===== src/rtl/irq_steer_pkg.sv =====
package irq_steer_pkg;
  typedef enum logic [1:0] {
    MODE_GU = 2'd0,
    MODE_GS = 2'd1,
    MODE_HV = 2'd2
  } mode_e;
endpackage


===== src/rtl/irq_pend_bank.sv =====
module irq_pend_bank #(
  parameter int W = 8
) (
  input  logic         clk,
  input  logic         rst_n,
  input  logic [W-1:0] set_i,
  input  logic [W-1:0] clr_i,
  output logic [W-1:0] pend_o
);
  logic [W-1:0] pend_q;
  logic [W-1:0] pend_d;

  for (genvar g = 0; g < W; g++) begin : g_bit
    // a new request wins over a clear in the same cycle
    always_comb begin
      pend_d[g] = pend_q[g];
      if (clr_i[g]) pend_d[g] = 1'b0;
      if (set_i[g]) pend_d[g] = 1'b1;
    end

    always_ff @(posedge clk or negedge rst_n) begin
      if (!rst_n) pend_q[g] <= 1'b0;
      else        pend_q[g] <= pend_d[g];
    end

    // a pending bit drops only on the edge that takes it
    assert_drop_only_on_take_R10: assert property (
      @(posedge clk) disable iff (!rst_n)
      $fell(pend_q[g]) |-> $past(clr_i[g]));
  end

  assign pend_o = pend_q;
endmodule


===== src/rtl/irq_prio_pick.sv =====
module irq_prio_pick #(
  parameter int W     = 8,
  parameter int IDX_W = $clog2(W)
) (
  input  logic [W-1:0]     req_i,
  output logic [W-1:0]     gnt_o,
  output logic [IDX_W-1:0] idx_o,
  output logic             any_o
);
  always_comb begin
    idx_o = '0;
    gnt_o = '0;
    for (int i = W - 1; i >= 0; i--) begin
      if (req_i[i]) idx_o = IDX_W'(i);
    end
    any_o = |req_i;
    if (any_o) gnt_o[idx_o] = 1'b1;
    // one winner at most, and it must be a requester
    assert_gnt_onehot_R9: assert ($onehot0(gnt_o));
    assert_gnt_subset_R9: assert ((gnt_o & ~req_i) == '0);
  end
endmodule


===== src/rtl/irq_mode_ctrl.sv =====
module irq_mode_ctrl
  import irq_steer_pkg::*;
(
  input  logic  clk,
  input  logic  rst_n,
  input  logic  take_i,
  input  logic  take_hv_i,
  input  logic  rfi_i,
  output mode_e mode_o
);
  mode_e mode_q, mode_d;
  mode_e hv_save_q, hv_save_d;
  mode_e gs_save_q, gs_save_d;

  always_comb begin
    mode_d    = mode_q;
    hv_save_d = hv_save_q;
    gs_save_d = gs_save_q;
    if (take_i) begin
      if (take_hv_i) begin
        hv_save_d = mode_q;
        mode_d    = MODE_HV;
      end else begin
        gs_save_d = mode_q;
        mode_d    = MODE_GS;
      end
    end else if (rfi_i) begin
      if (mode_q == MODE_HV)      mode_d = hv_save_q;
      else if (mode_q == MODE_GS) mode_d = gs_save_q;
    end
  end

  always_ff @(posedge clk or negedge rst_n) begin
    if (!rst_n) begin
      mode_q    <= MODE_HV;
      hv_save_q <= MODE_GS;
      gs_save_q <= MODE_GU;
    end else begin
      mode_q    <= mode_d;
      hv_save_q <= hv_save_d;
      gs_save_q <= gs_save_d;
    end
  end

  assign mode_o = mode_q;

  assert_mode_legal_R2: assert property (
    @(posedge clk) disable iff (!rst_n) mode_q != 2'd3);
  assert_hv_take_enters_hv_R2: assert property (
    @(posedge clk) disable iff (!rst_n)
    (take_i && take_hv_i) |=> (mode_q == MODE_HV));
  assert_gs_take_enters_gs_R2: assert property (
    @(posedge clk) disable iff (!rst_n)
    (take_i && !take_hv_i) |=> (mode_q == MODE_GS));
  assert_rfi_user_ignored_R11: assert property (
    @(posedge clk) disable iff (!rst_n)
    (rfi_i && !take_i && mode_q == MODE_GU) |=> (mode_q == MODE_GU));
endmodule


===== src/rtl/irq_steer_unit.sv =====
module irq_steer_unit
  import irq_steer_pkg::*;
#(
  parameter int  NUM_SRC = 4,
  localparam int NCAUSE  = NUM_SRC + 4,
  localparam int CAUSE_W = $clog2(NCAUSE)
) (
  input  logic               clk,
  input  logic               rst_n,
  input  logic [NUM_SRC-1:0] src_req_i,
  input  logic               cfg_we_i,
  input  logic [NUM_SRC-1:0] cfg_steer_i,
  input  logic               guest_ie_i,
  input  logic               db_post_i,
  input  logic               db_en_i,
  input  logic               priv_trap_i,
  input  logic               sc_req_i,
  input  logic               sc_hcall_i,
  input  logic               rfi_i,
  output logic               take_o,
  output logic               take_hv_o,
  output logic [CAUSE_W-1:0] take_cause_o,
  output logic [1:0]         mode_o
);
  localparam int C_DB    = NUM_SRC;
  localparam int C_PRIV  = NUM_SRC + 1;
  localparam int C_HCALL = NUM_SRC + 2;
  localparam int C_GSYS  = NUM_SRC + 3;

  // reset: asserted at once, released through two flops
  logic [1:0] rst_sync_q;
  logic       rst_nq;
  always_ff @(posedge clk or negedge rst_n) begin
    if (!rst_n) rst_sync_q <= 2'b00;
    else        rst_sync_q <= {rst_sync_q[0], 1'b1};
  end
  assign rst_nq = rst_sync_q[1];

  mode_e mode;
  logic  in_guest;
  assign in_guest = (mode != MODE_HV);

  // steering register, writable only from hypervisor mode
  logic [NUM_SRC-1:0] steer_q, steer_d;
  logic               steer_en;
  assign steer_en = cfg_we_i && !in_guest;
  always_comb steer_d = steer_en ? cfg_steer_i : steer_q;
  always_ff @(posedge clk or negedge rst_nq) begin
    if (!rst_nq) steer_q <= '0;
    else         steer_q <= steer_d;
  end

  // event capture
  logic [NCAUSE-1:0] set_vec, clr_vec, pend;
  always_comb begin
    set_vec                = '0;
    set_vec[NUM_SRC-1:0]   = src_req_i;
    set_vec[C_DB]          = db_post_i;
    set_vec[C_PRIV]        = priv_trap_i && in_guest;
    set_vec[C_HCALL]       = sc_req_i && sc_hcall_i && in_guest;
    set_vec[C_GSYS]        = sc_req_i && !sc_hcall_i && in_guest;
  end

  irq_pend_bank #(.W(NCAUSE)) u_pend (
    .clk    (clk),
    .rst_n  (rst_nq),
    .set_i  (set_vec),
    .clr_i  (clr_vec),
    .pend_o (pend)
  );

  // target level and guest-side gating per cause
  logic [NCAUSE-1:0] to_guest, gs_gate, elig_hv, elig_gs;
  always_comb begin
    to_guest                = '0;
    to_guest[NUM_SRC-1:0]   = steer_q;
    to_guest[C_DB]          = 1'b1;
    to_guest[C_GSYS]        = 1'b1;
    gs_gate                 = '0;
    gs_gate[NUM_SRC-1:0]    = {NUM_SRC{guest_ie_i}};
    gs_gate[C_DB]           = db_en_i;
    gs_gate[C_GSYS]         = 1'b1;
    elig_hv = pend & ~to_guest;
    elig_gs = pend & to_guest & gs_gate & {NCAUSE{in_guest}};
  end

  logic [NCAUSE-1:0]  gnt_hv, gnt_gs;
  logic [CAUSE_W-1:0] idx_hv, idx_gs;
  logic               any_hv, any_gs;

  irq_prio_pick #(.W(NCAUSE), .IDX_W(CAUSE_W)) u_pick_hv (
    .req_i (elig_hv), .gnt_o (gnt_hv), .idx_o (idx_hv), .any_o (any_hv));
  irq_prio_pick #(.W(NCAUSE), .IDX_W(CAUSE_W)) u_pick_gs (
    .req_i (elig_gs), .gnt_o (gnt_gs), .idx_o (idx_gs), .any_o (any_gs));

  assign take_o       = any_hv || any_gs;
  assign take_hv_o    = any_hv;
  assign take_cause_o = any_hv ? idx_hv : idx_gs;
  assign clr_vec      = any_hv ? gnt_hv : gnt_gs;

  irq_mode_ctrl u_mode (
    .clk       (clk),
    .rst_n     (rst_nq),
    .take_i    (take_o),
    .take_hv_i (take_hv_o),
    .rfi_i     (rfi_i),
    .mode_o    (mode)
  );
  assign mode_o = mode;

  // a guest-level take never happens in hypervisor mode
  assert_no_guest_take_in_hv_R5: assert property (
    @(posedge clk) disable iff (!rst_nq)
    (take_o && !take_hv_o) |-> (mode != MODE_HV));
  // a pending hypervisor-level event always wins
  assert_hv_first_R9: assert property (
    @(posedge clk) disable iff (!rst_nq)
    (|(pend & ~to_guest)) |-> (take_o && take_hv_o));
  // doorbell needs its enable and a guest mode
  assert_db_needs_enable_R7: assert property (
    @(posedge clk) disable iff (!rst_nq)
    (take_o && take_cause_o == CAUSE_W'(C_DB)) |-> (db_en_i && in_guest && !take_hv_o));
  // the privileged-resource trap always lands at hypervisor level
  assert_priv_to_hv_R6: assert property (
    @(posedge clk) disable iff (!rst_nq)
    (take_o && take_cause_o == CAUSE_W'(C_PRIV)) |-> take_hv_o);
endmodule


===== config.mk =====
export PLATFORM = sky130hd
export DESIGN_NAME = irq_steer_unit
export DESIGN_NICKNAME = d
export VERILOG_FILES = /design/src/rtl/irq_steer_pkg.sv /design/src/rtl/irq_pend_bank.sv /design/src/rtl/irq_prio_pick.sv /design/src/rtl/irq_mode_ctrl.sv /design/src/rtl/irq_steer_unit.sv
export SDC_FILE = /design/constraint.sdc
export NUM_CORES = 1
export LEC_CHECK = 0
export CAP_MARGIN = 20
export CELL_PAD_IN_SITES_DETAIL_PLACEMENT = 1
export CELL_PAD_IN_SITES_GLOBAL_PLACEMENT = 1
export CORE_MARGIN = 2
export CORE_UTILIZATION = 50
export CTS_CLUSTER_DIAMETER = 100
export DETAILED_ROUTE_END_ITERATION = 10
export DONT_BUFFER_PORTS = 1
export GPL_TIMING_DRIVEN = 1
export PLACE_DENSITY = 0.87
export SETUP_SLACK_MARGIN = 0.2
export SLEW_MARGIN = 25
export SYNTH_ARGS = -nofsm -noshare
export SYNTH_HDL_FRONTEND = slang
export SYNTH_SLANG_ARGS = --single-unit

===== constraint.sdc =====
create_clock -name clk -period 2.85 [get_ports clk]
set_input_delay 0.4275 -clock clk [delete_from_list [all_inputs] [get_ports clk]]
set_output_delay 0.4275 -clock clk [all_outputs]
set_load 0.05 [all_outputs]

### Word-level counts from Yosys, hierarchy flattened

Cells that the tools add are included.

| word-level totals | value |
|---|---|
| memories kept | 0 |
| output and inout port bits | 7 |
| bits in writable memories | 0 |
| bits in registers | 20 |
| bits in latches | 0 |
| logic and storage cells | 96 |
| memory bits (read-only) | 0 |

| cells by class | value |
|---|---|
| reduce and logical (&&, ||, !) cells | 26 |
| equality and inequality tests | 3 |
| $add $sub $neg | 0 |
| $mul | 0 |
| shift operators | 0 |
| bitwise gates (word level) | 6 |
| divide/modulo/power cells | 0 |
| order comparisons | 4 |
| mux-type cells | 44 |

Operators by type and width:

| cell | number |
|---|---|
| $mux 3 | 17 |
| $and 8x8->8 | 4 |
| $mux 1 | 18 |
| $reduce_bool 2->1 | 9 |
| $mux 8 | 2 |
| $reduce_or 8->1 | 2 |
| $mux 2 | 5 |
| $logic_and 1x1->1 | 8 |
| $lt 3x4->1 const B | 2 |
| $not 8->8 | 1 |
| $demux 1 s3 | 2 |
| $ge 3x1->1 const B | 2 |
| $reduce_and 2->1 | 3 |
| $reduce_bool 3->1 | 1 |
| $eq 2x1->1 const B | 1 |
| $eq 2x2->1 const B | 1 |
| $logic_not 1->1 | 2 |
| $ne 2x2->1 const B | 1 |
| $logic_or 1x1->1 | 1 |
| $not 1->1 | 1 |

### Longest topological paths before layout

| logic depth | value |
|---|---|
| word-level depth | 19 |
| mapped depth | 6 |
| mapped depth without buffers | 6 |

### Cells and area by module

Synthesis repeated with hierarchy kept, for this count alone.

| unflattened totals | value |
|---|---|
| cells, all modules | 141 |
| area total of the unflattened synthesis | 1,343.8 µm² |

Modules (own cells, without submodules):

| module | seq. area each (µm²) | times used | area each (µm²) | cells an instance |
|---|---|---|---|---|
| irq_steer_unit | 150.1 | 1 | 490.5 | 41 |
| irq_pend_bank | 200.2 | 1 | 290.3 | 24 |
| irq_prio_pick | 0.0 | 2 | 145.1 | 25 |
| irq_mode_ctrl | 152.6 | 1 | 272.8 | 26 |

### Least setup slack after synthesis

OpenSTA, ideal clock, no wires.

| path | value |
|---|---|
| path kind | register to output |
| start | register u_mode.mode_q[0] (netlist: u_mode.mode_o[0]) |
| end | output port take_cause_o[0] |
| data arrival time | 2.476 ns |
| data required time | 2.423 ns |
| path slack | -0.054 ns |
| stages on the path, launching flop included | 6 |
| cells stage by stage | dfrtp_1 nand2b_1 buf_6 and2_4 a22o_1 o21ai_0 |

| between the ends | value |
|---|---|
| longest elaborated chain between the ends | 11 |

Ends and longest elaborated chain:

| element | RTL line | text |
|---|---|---|
| start: declaration | irq_mode_ctrl.sv:11 | `mode_e mode_q, mode_d;` |
| start signal: assignment | irq_mode_ctrl.sv:39 | `mode_q <= mode_d;` |
| $ne 2x2->1 (*) | irq_steer_unit.sv:41 | `assign in_guest = (mode != MODE_HV);` |
| $and 8x8->8 (*) | irq_steer_unit.sv:84 | `elig_gs = pend & to_guest & gs_gate & {NCAUSE{in_guest}};` |
| $mux 3 (7 in a row) | irq_prio_pick.sv:14 | `if (req_i[i]) idx_o = IDX_W'(i);` |
| $mux 3 (*) | irq_prio_pick.sv:14 |  |
| $mux 3 (*) | irq_steer_unit.sv:98 | `assign take_cause_o = any_hv ? idx_hv : idx_gs;` |
| end: declaration | irq_steer_unit.sv:22 | `output logic [CAUSE_W-1:0] take_cause_o,` |

Mark *: on every way between the ends. The rest lies on a longest branch, timed or not.

### Worst setup path in the final report

| path | value |
|---|---|
| start | register u_mode.mode_q[1] (netlist: u_mode.mode_o[1]) |
| end | output port take_cause_o[1] |

The elaborated chain is that of the path after synthesis.

==> metrics.md <==
| Metric | Value |
|---|---|
| H-Tree Level Count | 1 |
| DIE AREA | between 2000 and 3000 µm² |
| Fin. Hold Viols | 0 |
| Worst-path maximum fanout | 8 |
| Fin cells | around 150 |
| Clk Tree Root Cell | clkbuf_4 |
| Largest family of logic cells by synthesized area | simple AND/OR/NAND/NOR gates |
| Worst R2R End | u_pend.pend_o[7]$_DFFE_PN0P_ |
| Syn Std Cell Area | between 1000 and 1500 µm² |
| Placer Congestion | 0.780 |
| Clock sinks | 20 |
| Synth Net Count | ~130 |
| Fmax | 0.406 GHz |
| Crit path setup slack, layout | about 0.39 ns |
| CTS tree | done |
| Port Buf Inserts | 0 |
| Slew margin rel. | 0.513 |
| Data arrival time of the worst path | between 2 and 2.5 ns |
| Reg2Reg Setup Slack | between 0.9 and 1 ns |
| Leak pwr | ~0.54 nW |
| Primary FF master, synth | dfrtp_1 |
| Critical path class | flop to primary output |
| Worst Hold Class | input port to flop |
| WL per Instance | 17.0 µm |
| Synth Area in XOR/XNOR | 0 |
| Layout cells sized above 1 | 0.275 |
| End of the critical path | take_cause_o[1] |
| Bufs on Longest Clock Path | 2 |
| Critical path origin | u_mode.mode_o[1]$_DFFE_PN1P_ |
| CP endpoint kind | primary output |
| First-pass GRT wire length | 4220 µm |
| Post-synthesis sequential area ratio | 0.458 |
| Simple-gate share of the synthesized area | 0.246 |
| Die Span Y | roughly 51 µm |
| Worst R2R Start | u_pend.pend_o[3]$_DFFE_PN0P_ |
| Warnings, synthesis | 0 |
| Mux share of post-synthesis cell area | 0.0616 |
| Asr flop ratio synth | 1.00 |
| Num CTS Buffers | 3 |
| Largest net degree at the start of global routing | 19 |
| Die width | 50.8 µm |
| Worst-Margin Slew | ~0.73 ns |
| Reg clk slew, reported paths | between 0.1 and 0.15 ns |
| Overall power | 0.740 mW |
| Setup tns final | 0 ns |
| Gr usage total | 0.223 |
| Pins Over Slew Limit | 0 |
| Hold Startpoint | db_post_i |
| Complex-gate fraction of the synthesized area | 0.204 |
| Adder-Cell Fraction of Synth Area | 0 |
| DRC Markers | 0 |
| Status | finished clean |
| Synth Instances | approximately 110 |
| Final WL | about 2500 µm |
| Crit path time final | between 2 and 2.5 ns |
| Synth cell types | 36 |
| Mean post-synth cell area | roughly 10 µm² |
| FF+latch count, synth | 20 |
| HPWL after DPL | around 1900 µm |
| Post-synth EDFFs | 0 |
| Clk_lat worst skew | 0.30 ns |
| CP startpoint kind | flop |
| I/O pin cnt | 25 |
| Placed Area | roughly 1200 µm² |
| Row count | 16 |
| Vias per inst | ~6.0 |
| DR vias | between 800 and 900 |
| Starting Density | 0.543 |
| Hold_ws | around 0.21 ns |
| Core Area | between 2000 and 2500 µm² |
| Worst Skew | slightly above 0.007 ns |
| Unrepaired setup endpoints after global routing | false |
| Vias in the first global route | slightly above 900 |
| 1st-iter DRT viols | 6 |
| # setup viols final | 0 |
| Reg2Reg Depth | 7 |
| Peak VDD IR | 528 µV |
| Req. time, crit path | 2.42 ns |
| Layout area overhead | 13.0% |
| ANT cells | 0 |
| Final Cell Area | 1240 µm² |
| Placed Instances | 140 |
| 1st-pass router iterations | 4 |
| Pwr Density | approximately 600 nW/µm² |
| Global route total overflow | 0 |
| ANT nets after route | 0 |
| Fin util | 0.613 |
| Max Cap Viol | 0 |
| Cell count of the worst hold path | 1 |
| Fin crit share | 0.865 |
| Final net count | ~140 |
| Initial antenna violation count | 0 |
| Pre-CTS WS | 0.631 ns |
[critical path: stages (launching register included)]
cell and delay [ns]:
dfstp_2 0.55, nand2b_2 0.12, and2_4 0.20, a22o_1 0.27, a21o_1 0.21, a31oi_2 0.17, buf_4 0.21
[state kept, by name (all words and copies together) (netlist names)]
name	flops
u_mode.mode_o	2
steer_q	4
u_pend.pend_o	8
rst_sync_q	2
u_mode.gs_save_q	2
u_mode.hv_save_q	2
[cell families after synthesis]
family / count (synthesis)
other: 1
and+or+nand+nor: 45
DFF: 20
AOI/OAI and AO/OA: 32
muxes: 6
buffers and inverters: 5
[worst min path at each step]
stage	end	slack (ns)
final	u_pend.pend_o[4]$_DFFE_PN0P_	0.21
after floorplan	rst_sync_q[0]$_DFF_PN0_	0.13
after global placement	rst_sync_q[0]$_DFF_PN0_	0.13
after CTS	u_pend.pend_o[4]$_DFFE_PN0P_	0.21
after global routing	u_pend.pend_o[4]$_DFFE_PN0P_	0.20
after detailed placement	rst_sync_q[1]$_DFF_PN0_	0.13
[synthesized netlist by cell type, types with 2 or more instances]
library cell | instances | area, µm²
a21oi_1 | 5 | 25.0
dfrtp_1 | 18 | 450
a21o_1 | 3 | 22.5
or2b_4 | 3 | 33.8
dfstp_2 | 2 | 52.6
nand2b_1 | 3 | 18.8
nand2_1 | 20 | 75.1
o21bai_1 | 2 | 15.0
nor2b_1 | 2 | 12.5
o31ai_1 | 2 | 15.0
o21ai_0 | 7 | 35.0
inv_1 | 3 | 11.3
nand3_1 | 5 | 25.0
mux2_2 | 6 | 67.6
a22o_1 | 4 | 35.0
a31oi_1 | 3 | 18.8
nor2_1 | 2 | 7.51
[power by group]
group	internal [mW]	total [mW]	switching, mW
registers	0.314	0.357	0.0429
clock network	0.0779	0.165	0.0874
logic	0.0881	0.218	0.130
[final cells by class]
cell class                 instances  area [µm²]
clock buffer                       4        36.3
fill                             226         782
inverter                           4        17.5
multi-input combinational         84         574
sequential                        20         503
tap                               27        33.8
timing repair buffer               8        75.1
[timing repair]
action                                  in CTS  in global routing
hold endpoints to repair                     2                  0
setup buffers                                0                  2
endpoints found under the setup margin       0                  2
hold buffers                                 1                  0
resized for setup                            0                  1
[cell usage in the layout, fill, tap and decap left out, types with 3 or more instances in the layout]
cell type | synthesis | layout
a21o_1 | 3 | 3
a21oi_1 | 5 | 5
a22o_1 | 4 | 4
buf_4 | 0 | 6
clkbuf_4 | 0 | 3
dfrtp_1 | 18 | 18
inv_1 | 3 | 3
mux2_2 | 6 | 6
nand2_1 | 20 | 20
nand3_1 | 5 | 5
o21ai_0 | 7 | 6
or2b_4 | 3 | 3
[per-layer routing]
metal | global-route usage | wire length, µm
met3 | 0.0643 | 159
met2 | 0.368 | 1240
met1 | 0.283 | 1080
met5 | 0 | 0
met4 | 0.0676 | 29
Power figures use the tool's default switching activity.
